**src/rtl/tmr_irq_pkg.sv**
```systemverilog
// Shared register selector for the timer/interrupt block.
package tmr_irq_pkg;
    typedef enum logic [1:0] {
        SEL_TICKS  = 2'd0,
        SEL_ALARM  = 2'd1,
        SEL_STATUS = 2'd2,
        SEL_ENABLE = 2'd3
    } reg_sel_e;
endpackage

```
**src/rtl/tmr_tick_counter.sv**
```systemverilog
// Prescaled tick counter with alarm comparator.
// Assumes PRESCALE >= 2. The alarm event is a one-cycle pulse at the onset
// of counter == alarm.
module tmr_tick_counter #(
    parameter int TMR_W    = 32,
    parameter int PRESCALE = 128
) (
    input  logic             clk,
    input  logic             rst_n,
    input  logic             load_en,
    input  logic [TMR_W-1:0] load_val,
    input  logic             alarm_wr,
    input  logic [TMR_W-1:0] alarm_val,
    output logic [TMR_W-1:0] ticks_q,
    output logic [TMR_W-1:0] alarm_q,
    output logic             alarm_evt
);
    localparam int PS_W = $clog2(PRESCALE);
    localparam logic [PS_W-1:0] PS_LAST = PS_W'(PRESCALE - 1);

    logic [PS_W-1:0] ps_q;
    logic            hit;
    logic            hit_d;

    // Prescaler and counter: a load restarts the division.
    always_ff @(posedge clk) begin
        if (!rst_n) begin
            ps_q    <= '0;
            ticks_q <= '0;
        end else if (load_en) begin
            ps_q    <= '0;
            ticks_q <= load_val;
        end else if (ps_q == PS_LAST) begin
            ps_q    <= '0;
            ticks_q <= ticks_q + TMR_W'(1);
        end else begin
            ps_q    <= ps_q + PS_W'(1);
        end
    end

    // Alarm register, reset far away from the counter's reset value.
    always_ff @(posedge clk) begin
        if (!rst_n)        alarm_q <= '1;
        else if (alarm_wr) alarm_q <= alarm_val;
    end

    // Registered equality, so the event fires only at the onset.
    always_ff @(posedge clk) begin
        if (!rst_n) hit_d <= 1'b0;
        else        hit_d <= hit;
    end

    assign hit       = (ticks_q == alarm_q);
    assign alarm_evt = hit & ~hit_d;

    a_r1_hold_between_wraps: assert property (@(posedge clk) disable iff (!rst_n)
        (!load_en && ps_q != PS_LAST) |=> $stable(ticks_q));
    a_r1_step_on_wrap: assert property (@(posedge clk) disable iff (!rst_n)
        (!load_en && ps_q == PS_LAST) |=> (ticks_q == $past(ticks_q) + TMR_W'(1)));
    a_r2_load_restarts: assert property (@(posedge clk) disable iff (!rst_n)
        load_en |=> (ticks_q == $past(load_val) && ps_q == '0));
    a_r3_single_alarm_pulse: assert property (@(posedge clk) disable iff (!rst_n)
        alarm_evt |=> !alarm_evt);
endmodule

```
**src/rtl/tmr_edge_sync.sv**
```systemverilog
// Two-flop synchroniser followed by a rising-edge detector.
// Assumes async_in is a slow level, such as a button.
module tmr_edge_sync (
    input  logic clk,
    input  logic rst_n,
    input  logic async_in,
    output logic rise_pulse
);
    logic [1:0] sync_q;
    logic       prev_q;

    // Synchronise the level and keep its previous value.
    always_ff @(posedge clk) begin
        if (!rst_n) begin
            sync_q <= '0;
            prev_q <= 1'b0;
        end else begin
            sync_q <= {sync_q[0], async_in};
            prev_q <= sync_q[1];
        end
    end

    assign rise_pulse = sync_q[1] & ~prev_q;

    a_r6_one_pulse_per_press: assert property (@(posedge clk) disable iff (!rst_n)
        rise_pulse |=> !rise_pulse);
endmodule

```
**src/rtl/tmr_irq_status.sv**
```systemverilog
// Sticky interrupt status with write-one-to-clear and an enable mask.
// A set event beats a clear of the same bit at the same edge.
module tmr_irq_status #(
    parameter int N = 32
) (
    input  logic         clk,
    input  logic         rst_n,
    input  logic [N-1:0] set_vec,
    input  logic [N-1:0] clr_vec,
    input  logic         en_wr,
    input  logic [N-1:0] en_val,
    output logic [N-1:0] status_q,
    output logic [N-1:0] enable_q,
    output logic         irq_out
);
    // Latch events and clear acknowledged bits.
    always_ff @(posedge clk) begin
        if (!rst_n) status_q <= '0;
        else        status_q <= (status_q & ~clr_vec) | set_vec;
    end

    // Enable mask register.
    always_ff @(posedge clk) begin
        if (!rst_n)     enable_q <= '0;
        else if (en_wr) enable_q <= en_val;
    end

    assign irq_out = |(status_q & enable_q);

    a_r4_cleared_bits_drop: assert property (@(posedge clk) disable iff (!rst_n)
        1'b1 |=> ((status_q & $past(clr_vec & ~set_vec)) == '0));
    a_r5_bits_sticky: assert property (@(posedge clk) disable iff (!rst_n)
        1'b1 |=> ((status_q & $past(status_q & ~clr_vec)) == $past(status_q & ~clr_vec)));
    a_r7_set_wins: assert property (@(posedge clk) disable iff (!rst_n)
        1'b1 |=> ((status_q & $past(set_vec)) == $past(set_vec)));
    a_r8_masked_quiet: assert property (@(posedge clk) disable iff (!rst_n)
        (enable_q == '0) |-> !irq_out);
endmodule

```
**src/rtl/tmr_irq_ctrl.sv**
```systemverilog
// Top: register decode around the tick counter, button edge detectors and
// interrupt status. Assumes the status bit positions are distinct and < DATA_W.
module tmr_irq_ctrl
    import tmr_irq_pkg::*;
#(
    parameter int DATA_W    = 32,
    parameter int PRESCALE  = 128,
    parameter int ALARM_BIT = 0,
    parameter int PWR_BIT   = 11,
    parameter int RST_BIT   = 17
) (
    input  logic              clk,
    input  logic              rst_n,
    input  logic [1:0]        bus_addr,
    input  logic              bus_wr_en,
    input  logic [DATA_W-1:0] bus_wdata,
    output logic [DATA_W-1:0] bus_rdata,
    input  logic [DATA_W-1:0] irq_req,
    input  logic              btn_reset,
    input  logic              btn_power,
    output logic              irq_out
);
    reg_sel_e          sel;
    logic [DATA_W-1:0] ticks, alarm, status, enable;
    logic [DATA_W-1:0] set_vec, clr_vec;
    logic              alarm_evt, pwr_rise, rst_rise;

    assign sel = reg_sel_e'(bus_addr);

    tmr_tick_counter #(.TMR_W(DATA_W), .PRESCALE(PRESCALE)) u_ticks (
        .clk(clk), .rst_n(rst_n),
        .load_en(bus_wr_en && sel == SEL_TICKS), .load_val(bus_wdata),
        .alarm_wr(bus_wr_en && sel == SEL_ALARM), .alarm_val(bus_wdata),
        .ticks_q(ticks), .alarm_q(alarm), .alarm_evt(alarm_evt)
    );

    tmr_edge_sync u_pwr (.clk(clk), .rst_n(rst_n), .async_in(btn_power), .rise_pulse(pwr_rise));
    tmr_edge_sync u_rst (.clk(clk), .rst_n(rst_n), .async_in(btn_reset), .rise_pulse(rst_rise));

    // Merge the external requests with the internal event sources.
    always_comb begin
        set_vec            = irq_req;
        set_vec[ALARM_BIT] = irq_req[ALARM_BIT] | alarm_evt;
        set_vec[PWR_BIT]   = irq_req[PWR_BIT]   | pwr_rise;
        set_vec[RST_BIT]   = irq_req[RST_BIT]   | rst_rise;
    end

    // Clear mask is the write data of a status write.
    assign clr_vec = (bus_wr_en && sel == SEL_STATUS) ? bus_wdata : '0;

    tmr_irq_status #(.N(DATA_W)) u_status (
        .clk(clk), .rst_n(rst_n), .set_vec(set_vec), .clr_vec(clr_vec),
        .en_wr(bus_wr_en && sel == SEL_ENABLE), .en_val(bus_wdata),
        .status_q(status), .enable_q(enable), .irq_out(irq_out)
    );

    // Read multiplexer.
    always_comb begin
        case (sel)
            SEL_TICKS:  bus_rdata = ticks;
            SEL_ALARM:  bus_rdata = alarm;
            SEL_STATUS: bus_rdata = status;
            default:    bus_rdata = enable;
        endcase
    end

    a_r3_alarm_latches: assert property (@(posedge clk) disable iff (!rst_n)
        alarm_evt |=> status[ALARM_BIT]);
endmodule

```
**config.mk**
```make
export PLATFORM = sky130hd
export DESIGN_NAME = tmr_irq_ctrl
export DESIGN_NICKNAME = d
export VERILOG_FILES = /design/src/rtl/tmr_irq_pkg.sv /design/src/rtl/tmr_tick_counter.sv /design/src/rtl/tmr_edge_sync.sv /design/src/rtl/tmr_irq_status.sv /design/src/rtl/tmr_irq_ctrl.sv
export SDC_FILE = /design/constraint.sdc
export NUM_CORES = 1
export LEC_CHECK = 0
export ABC_AREA = 1
export CAP_MARGIN = 25
export CELL_PAD_IN_SITES_DETAIL_PLACEMENT = 0
export CELL_PAD_IN_SITES_GLOBAL_PLACEMENT = 1
export CORE_ASPECT_RATIO = 0.8
export CORE_MARGIN = 4
export CORE_UTILIZATION = 33
export CTS_CLUSTER_DIAMETER = 120
export DETAILED_ROUTE_END_ITERATION = 16
export DONT_BUFFER_PORTS = 1
export GPL_TIMING_DRIVEN = 1
export PLACE_DENSITY_LB_ADDON = 0.1
export SYNTH_ARGS = -nofsm -noshare
export SYNTH_HDL_FRONTEND = slang
export SYNTH_SLANG_ARGS = --single-unit
```
**constraint.sdc**
```tcl
create_clock -name clk -period 2 [get_ports clk]
set_input_delay 0.4 -clock clk [delete_from_list [all_inputs] [get_ports clk]]
set_output_delay 0.4 -clock clk [all_outputs]
set_load 0.03 [all_outputs]
```
After elaboration in Yosys (flattened, before gate mapping)
Index checks and enable logic that the tools add are counted.
{ "word_totals": {"reg_bits": 142, "in_bits": 71, "wordCells": 43, "output_inout_bits": 33} }
{ "classes": {"n_mux": 4, "reduce_logical": 8, "eq_ne": 5, "bitwise": 14, "n_addsub": 2} }
{ "ops": {"columns": ["operator", "count"], "rows": [
  ["32-bit two-way mux", 3],
  ["32-bit one-hot mux with 3 select lines", 1],
  ["32-bit AND", 2],
  ["32-bit by 1-bit adder with 32-bit output, second input constant", 1],
  ["32-bit == test", 1],
  ["32-bit inverter", 1],
  ["32-bit bitwise OR", 1],
  ["32-bit OR reduction", 1],
  ["7-bit by 1-bit adder with 7-bit output, second input constant", 1],
  ["7-bit == test, second input constant", 1],
  ["2-bit == test, second input constant", 2],
  ["1-bit logical AND", 4],
  ["1-bit inverter", 4],
  ["1-bit AND", 3],
  ["1-bit bitwise OR", 3],
  ["3-bit OR reduction", 1],
  ["2-bit by 1-bit == test with 1-bit output, second input constant", 1],
  ["2-bit logical NOT", 1],
  ["2-bit nonzero test", 1]
]} }

Longest topological paths before layout
Gate-level depths: netlist of run 1.
{ "logic_depth": {"word_depth": 6, "ltp_mapped": 11, "ltp_nobuf": 10} }

Hierarchy
From an unflattened synthesis of run 1, not the netlist that was laid out.
{ "hier_totals": {"cells_unflattened": 1251, "hier_area_um2": 8026.4} }
{ "modules_own_cells": {"columns": ["module", "seq_area_each_um2", "cells_per_inst", "instances", "area_per_inst_um2"], "rows": [
  ["tmr_tick_counter", 1441.4, 634, 1, 4184.0],
  ["tmr_irq_status", 1281.2, 333, 1, 2427.3],
  ["tmr_irq_ctrl", 0.0, 262, 1, 1229.9],
  ["tmr_edge_sync", 60.1, 11, 2, 92.6]
]} }

Worst setup path after synthesis of run 1
No wires, ideal clock.
{ "synth_path": {"kind": "input port to output port", "start": "in bus_addr[0]", "end": "out bus_rdata[10]", "n_path_buf": 2, "required_ns": 1.600, "slack_ns": 0.090, "path_stages": 4, "t_arrival_ns": 1.510, "cell_sequence": "nand2_1 > clkbuf_1 > clkbuf_1 > o21ai_0"} }
{ "synth_between": {"elab_chain_len": 2, "word_cells_on_any_way": 4, "classes_between": "eq/ne (2); mux (1); reduce/logical (1)"} }
{ "synth_rtl": {"columns": ["element", "line", "text"], "rows": [
  ["start: declaration", "tmr_irq_ctrl.sv:14", "input logic [1:0] bus_addr,"],
  ["2-bit == test, or another cell as far along", "tmr_irq_ctrl.sv:59", "case (sel)"],
  ["32-bit one-hot mux with 3 select lines (*)", "tmr_irq_ctrl.sv:59", null],
  ["end: declaration", "tmr_irq_ctrl.sv:17", "output logic [DATA_W-1:0] bus_rdata,"]
]} }
Every way passes the cells marked *; elsewhere a longest branch is shown, timed or not.

Final worst setup path of run 1
{ "layout_path": {"start": "reg u_status.enable_q[10]", "end": "out irq_out"} }
{ "layout_between": {"elab_chain_len": 2} }
{ "layout_rtl": {"columns": ["element", "line", "text"], "rows": [
  ["start: declaration", "tmr_irq_status.sv:13", "output logic [N-1:0] enable_q,"],
  ["start signal: assignment", "tmr_irq_status.sv:25", "else if (en_wr) enable_q <= en_val;"],
  ["32-bit AND", "tmr_irq_status.sv:28", "assign irq_out = |(status_q & enable_q);"],
  ["32-bit OR reduction", "tmr_irq_status.sv:28", null],
  ["end: declaration", "tmr_irq_ctrl.sv:21", "output logic irq_out"]
]} }
Every way passes these cells.

==> flow_summary.json, run 1 <==
{
  "min_period_ns": 1.992,
  "hpwl_um": 21680,
  "layout-drive-gt1-share_pct": 12.35,
  "slew_viol_final": 0,
  "endpoint_kind": "primary output",
  "cts_buffers": 17,
  "initial_core_util_pct": 33.49,
  "via_count": 7399,
  "synth-main-ff-cell": "dfxtp_1",
  "root_buffer": "clkbuf_16",
  "cp_max_fo": 3,
  "cp_num_buf_inv": 1,
  "htreeDepth": 4,
  "antenna_found_initial": 0,
  "routed_via_density": 5.054,
  "detail-route-antenna-nets": 0,
  "cts_tree": "done",
  "clock_sinks": 142,
  "final_core_util_pct": 39.27,
  "ir_drop_mv": 0.5865,
  "clk_latency_ns": 0.43,
  "grt_pass1_vias": 7021,
  "cp_slowest_cell": "dfxtp_1",
  "overflow": 0,
  "ys_ff_latch": 142,
  "port_buffers": 0,
  "place_inst": 1433,
  "ioPinCount": 104,
  "arrival_ns": 1.59,
  "first_pass_iters": 5,
  "seq_area_frac_synth_pct": 37.94,
  "maxCapViolations": 0,
  "leakagePower_nw": 3.552,
  "grt.total_usage_pct": 22.86,
  "setup_viol": 0,
  "rsz0062_at_grt": "true",
  "skew_ns": 0.007837,
  "slowest_delay_ns": 0.29,
  "yosysMostFrequentCell": "nand2_1",
  "grt_pass1_wl_um": 43110,
  "core_area_um2": 22380,
  "synth_common_cells": "nand2_1 (286), dfxtp_1 (142), inv_1 (139)",
  "hold_viol_final": 0,
  "hold_path.class": "in -> reg",
  "dieArea_um2": 25200,
  "syn_area_um2": 7493,
  "clock.fmax_mhz": 502.0,
  "relSlewSlack_pct": 72.50,
  "setup_tns_ns": 0,
  "grt_max_degree": 79,
  "fin_crit_sh_pct": 99.61,
  "outcome": "finished clean",
  "die_y_um": 142.8,
  "place_area_um2": 8109,
  "drc": 0,
  "powerDensity_nw_per_um2": 842.9,
  "avgRoutedWirePerCell_um": 19.80,
  "crit_path_start_kind": "register",
  "clockBufferDepth": 2,
  "final_cells": 1464,
  "rows": 49,
  "crit_chain": "inv_1 > o22ai_1 > a21oi_1 > nand4_1 > nor2_2 > nand2_4",
  "nets": 1220,
  "drt_iter0_drc": 511,
  "synth_edf_count": 0,
  "worstPathRequired_ns": 1.60,
  "wl_um": 28990,
  "yosysTopAreaCellShare_pct": 37.94,
  "num-fill-cells": 2469,
  "fp.dieW_um": 176.5,
  "synth_cells": 1128,
  "syn_to_final_growth_pct": 17.28,
  "synth_cell_type_count": 32,
  "gp_congestion": 0.8601,
  "avgSynthCellArea_um2": 6.643,
  "synthTopCellsByArea": "dfxtp_1 (38%), nand2_1 (14%), a21oi_1 (7.2%)",
  "tightest_slew_ns": 0.4125,
  "fin_area_um2": 8788,
  "crit_type": "reg -> out",
  "diodes": 0,
  "synthArstFlopShare_pct": 0,
  "cpLargestDelayFamily": "simple AND/OR/NAND/NOR gates",
  "yosysWarnings": 0,
  "ctsHoldBuffers": 0,
  "yosys.area.top_type": "dfxtp_1",
  "syn_nets": 1201,
  "path_clk_slew_ns": 0.06
}
## cell usage in the layout (no fill, tap or decap), drive strengths merged, types with 7 or more instances in the layout
master	Yosys	layout
buf	24	54
o211ai	28	28
xor2	17	17
o2111ai	7	7
a21oi	108	108
dfxtp	142	142
nand2	288	288
a221oi	20	20
o22ai	17	17
inv	145	145
nand3	60	60
clkbuf	30	24
nor2	126	126
o21ai	87	87
## timing repair
action / CTS / global route
gates cloned: 0 / 0
endpoints found under the setup margin: 8 / 15
pin swaps: 0 / 5
resized for setup: 10 / 34
setup buffers: 1 / 0
## routing by layer
metal	up-vias	wire [um]	GRT usage [%]
met5	-	0	0
met4	0	567	6.431
met3	35	1589	4.791
met2	197	13180	36.85
met1	3438	13650	31.24
li1	3729	-	-
## state kept, by name (all words and copies together), names as in the netlist
signal	flops
u_rst.prev_q	1
u_status.enable_q	32
u_ticks.ticks_q	32
u_ticks.ps_q	7
u_rst.sync_q	2
u_pwr.prev_q	1
u_status.status_q	32
u_ticks.alarm_q	32
u_pwr.sync_q	2
u_ticks.hit_d	1
## worst paths after layout
check | startpoint | endpoint | slack (ns) | cells after the start
hold reg to reg | u_pwr.sync_q[0] | u_pwr.sync_q[1] | 0.41 | 2
setup reg to reg | u_ticks.ticks_q[11] | u_ticks.ticks_q[21] | 0.23 | 9
setup / recovery | u_status.enable_q[10] | irq_out | 0.008 | 6
hold / removal | btn_reset | u_rst.sync_q[0] | 0.07 | 2
## metrics by stage
stage	setup slack, ns	total power, mW	hold WS (ns)
6_report	0.007851	7.408	0.07348
5_1_grt	-0.03886	7.680	0.04691
4_1_cts	-0.04376	7.435	0.04524
3_5_place_dp	0.1868	4.090	0.3953
3_3_place_gp	0.1752	4.090	0.3947
2_1_floorplan	0.08966	3.764	0.3905
## power breakdown
part	switching [mW]	internal, mW
Combinational	0.612	0.337
Sequential	0.138	2.98
Clock	1.26	2.08
Total	2.01	5.40
## cell families after synthesis
family                     synth area share, %
adders and majority gates               0.3339
AOI/OAI and AO/OA                        21.26
DFF                                      37.94
and+or+nand+nor                          27.22
xor gates and xnor gates                 2.688
buffers and inverters                    10.57
## area by class of cell
cell class	instances	area [um2]	share of cell area (%)
multi-input cells	787	3931	44.73
flip-flops and latches	142	2850	32.43
inverters	145	544.3	6.193
clock buffers	24	491.7	5.595
repair buffers	54	480.5	5.467
well taps	306	382.9	4.356
clock inverters	6	107.6	1.224
Note: power is estimated with default switching activity, not from simulation.
==> inputs of run 2 (changes only) <==
--- a/config.mk
+++ b/config.mk
@@ -17,6 +17,7 @@
 export DONT_BUFFER_PORTS = 1
 export GPL_TIMING_DRIVEN = 1
 export PLACE_DENSITY_LB_ADDON = 0.1
+export SETUP_SLACK_MARGIN = 0.15
 export SYNTH_ARGS = -nofsm -noshare
 export SYNTH_HDL_FRONTEND = slang
 export SYNTH_SLANG_ARGS = --single-unit
==> constraint.sdc (replaced) <==
create_clock -name clk -period 2 [get_ports clk]
set_input_delay 0.2 -clock clk [delete_from_list [all_inputs] [get_ports clk]]
set_output_delay 0.2 -clock clk [all_outputs]
set_load 0.03 [all_outputs]
==> run 2 against run 1 <==
Net effect: the run now ends with negative hold slack left; clock power about the same; non-clock buffer count increased by 94; sequential share of layout area decreased by 3.1 points; highest routed layer unchanged; global-route usage increased by 1.5 points; register-to-register slack improved by 0.06 ns; hold slack got worse by 0.074 ns; flip-flop and latch count unchanged; clock-buffer cell count decreased by 5; final cell count increased by 6.6%; power increased by 3.0%.
==> flow_summary.json, run 2 (synthesis results as in run 1) <==
{
  "outcome": "complete, but fails checks",
  "violations": "negative hold slack",
  "grt_max_degree": 79,
  "leakagePower_nw": 3.953,
  "crit_path_start_kind": "register",
  "setup_viol": 0,
  "nets": 1314,
  "antenna_found_initial": 0,
  "grt_pass1_wl_um": 46750,
  "maxCapViolations": 0,
  "initial_core_util_pct": 33.49,
  "r2r.worst_path.cells": 7,
  "hold_viol_final": 1,
  "setup_tns_ns": 0,
  "num-fill-cells": 2363,
  "ir_drop_mv": 0.4843,
  "dieArea_um2": 25200,
  "final_core_util_pct": 43.43,
  "crit_chain": "nand2_2 > nand2_2 > a221oi_2 > nand2_1 > nor2_2 > nand2_2",
  "clk_latency_ns": 0.44,
  "detail-route-antenna-nets": 0,
  "wl_um": 30560,
  "relSlewSlack_pct": 66.03,
  "hold_path_depth": 3,
  "die_y_um": 142.8,
  "fin_area_um2": 9718,
  "timing.hold.ws_ns": -0.0007031,
  "cts_tree": "done",
  "crit_type": "reg -> out",
  "routed_via_density": 5.033,
  "multi_input_area_um2": 3941,
  "powerDensity_nw_per_um2": 785.4,
  "cp_max_fo": 3,
  "overflow": 0,
  "cp_slowest_cell": "dfxtp_2",
  "hpwl_um": 21930,
  "tightest_slew_ns": 0.5096,
  "core_area_um2": 22380,
  "syn_to_final_growth_pct": 29.69,
  "clock.fmax_mhz": 556.9,
  "port_buffers": 0,
  "skew_ns": 0.01275,
  "slew_viol_final": 0,
  "place_area_um2": 8079,
  "clockBufferDepth": 2,
  "ioPinCount": 104,
  "drt_iter0_drc": 526,
  "clock_sinks": 142,
  "final_cell_mix": "nand2_1 (280), dfxtp_1 (134), inv_1 (127), nor2_1 (112), a21oi_1 (108)",
  "slowest_delay_ns": 0.34,
  "rsz0062_at_grt": "true",
  "grt_pass1_vias": 7684,
  "via_count": 7852,
  "arrival_ns": 1.60,
  "htreeDepth": 4,
  "endpoint_kind": "primary output",
  "fp.dieW_um": 176.5,
  "avgRoutedWirePerCell_um": 19.59,
  "worst_path_most_repeated_cell": "nand2_2",
  "gp_congestion": 0.8912,
  "min_period_ns": 1.796,
  "first_pass_iters": 5,
  "rows": 49,
  "final-seq-area_um2": 2855,
  "cts_buffers": 17,
  "grt.total_usage_pct": 24.35,
  "worstPathRequired_ns": 1.80,
  "diodes": 0,
  "hold_path.class": "in -> reg",
  "root_buffer": "clkbuf_16",
  "layout-drive-gt1-share_pct": 12.28,
  "drc": 0,
  "final_common_cell": "nand2_1",
  "fin_crit_sh_pct": 89.78,
  "path_clk_slew_ns": 0.07
}
-- run 2: cell types whose count changed in the layout (fill, tap and decap cells not counted), moves of 4 or more --
cell / previous run / this run
dlygate4sd3_1: 0 / 91
buf_4: 48 / 53
a221oi_2: 4 / 8
inv_1: 123 / 127
inv_2: 22 / 18
inv_6: 0 / 4
-- run 2: repair_timing --
item                                    4_1_cts  5_1_grt
endpoints found under the setup margin        8       30
pin swaps                                     0        6
hold buffers                                 92        0
resized for setup                            11       35
hold endpoints to repair                    119        0
buffers inserted                              0        2
-- run 2: final cells by class --
type | count | area share, %
multi-input cells | 787 | 40.56
flip-flops and latches | 142 | 29.38
repair buffers | 148 | 14.37
inverters | 145 | 5.601
clock buffers | 19 | 4.558
well taps | 306 | 3.940
clock inverters | 13 | 1.597
-- run 2: final timing paths --
kind | startpoint | endpoint | slack [ns]
setup / recovery | u_status.status_q[16] | irq_out | 0.20
hold / removal | bus_wdata[11] | u_status.status_q[11] | -0.0007
setup reg to reg | u_ticks.ticks_q[0] | u_ticks.ticks_q[10] | 0.29
hold reg to reg | u_pwr.sync_q[0] | u_pwr.sync_q[1] | 0.41
-- run 2: through the flow --
stage	setup slack, ns	total power [mW]	std cells
after global placement	0.2521	4.084	1434
after CTS	0.1029	7.633	1558
after global routing	0.09788	7.902	1560
final	0.2045	7.633	1560
after detailed placement	0.2561	4.082	1434
after floorplan	0.4897	3.764	1128
-- run 2: report_power, final --
part	internal, mW	switching [mW]
Clock	1.90	1.45
Combinational	0.461	0.706
Sequential	2.98	0.137
Total	5.34	2.29
-- run 2: per-layer routing --
metal / vias to the layer above / global-route usage (%) / part of all wire [%]
met3: 39 / 3.759 / 4.8
met1: 3694 / 33.27 / 47
li1: 3917 / - / -
met4: 0 / 6.227 / 2.0
met5: - / 0 / 0
met2: 202 / 40.59 / 47
-- run 2: critical path: cells and delay by family, from the launching register on --
family | cells | cell delay (ns)
AND/OR/NAND/NOR | 5 | 0.60
AO/OA/AOI/OAI | 1 | 0.22
flip-flops | 1 | 0.34
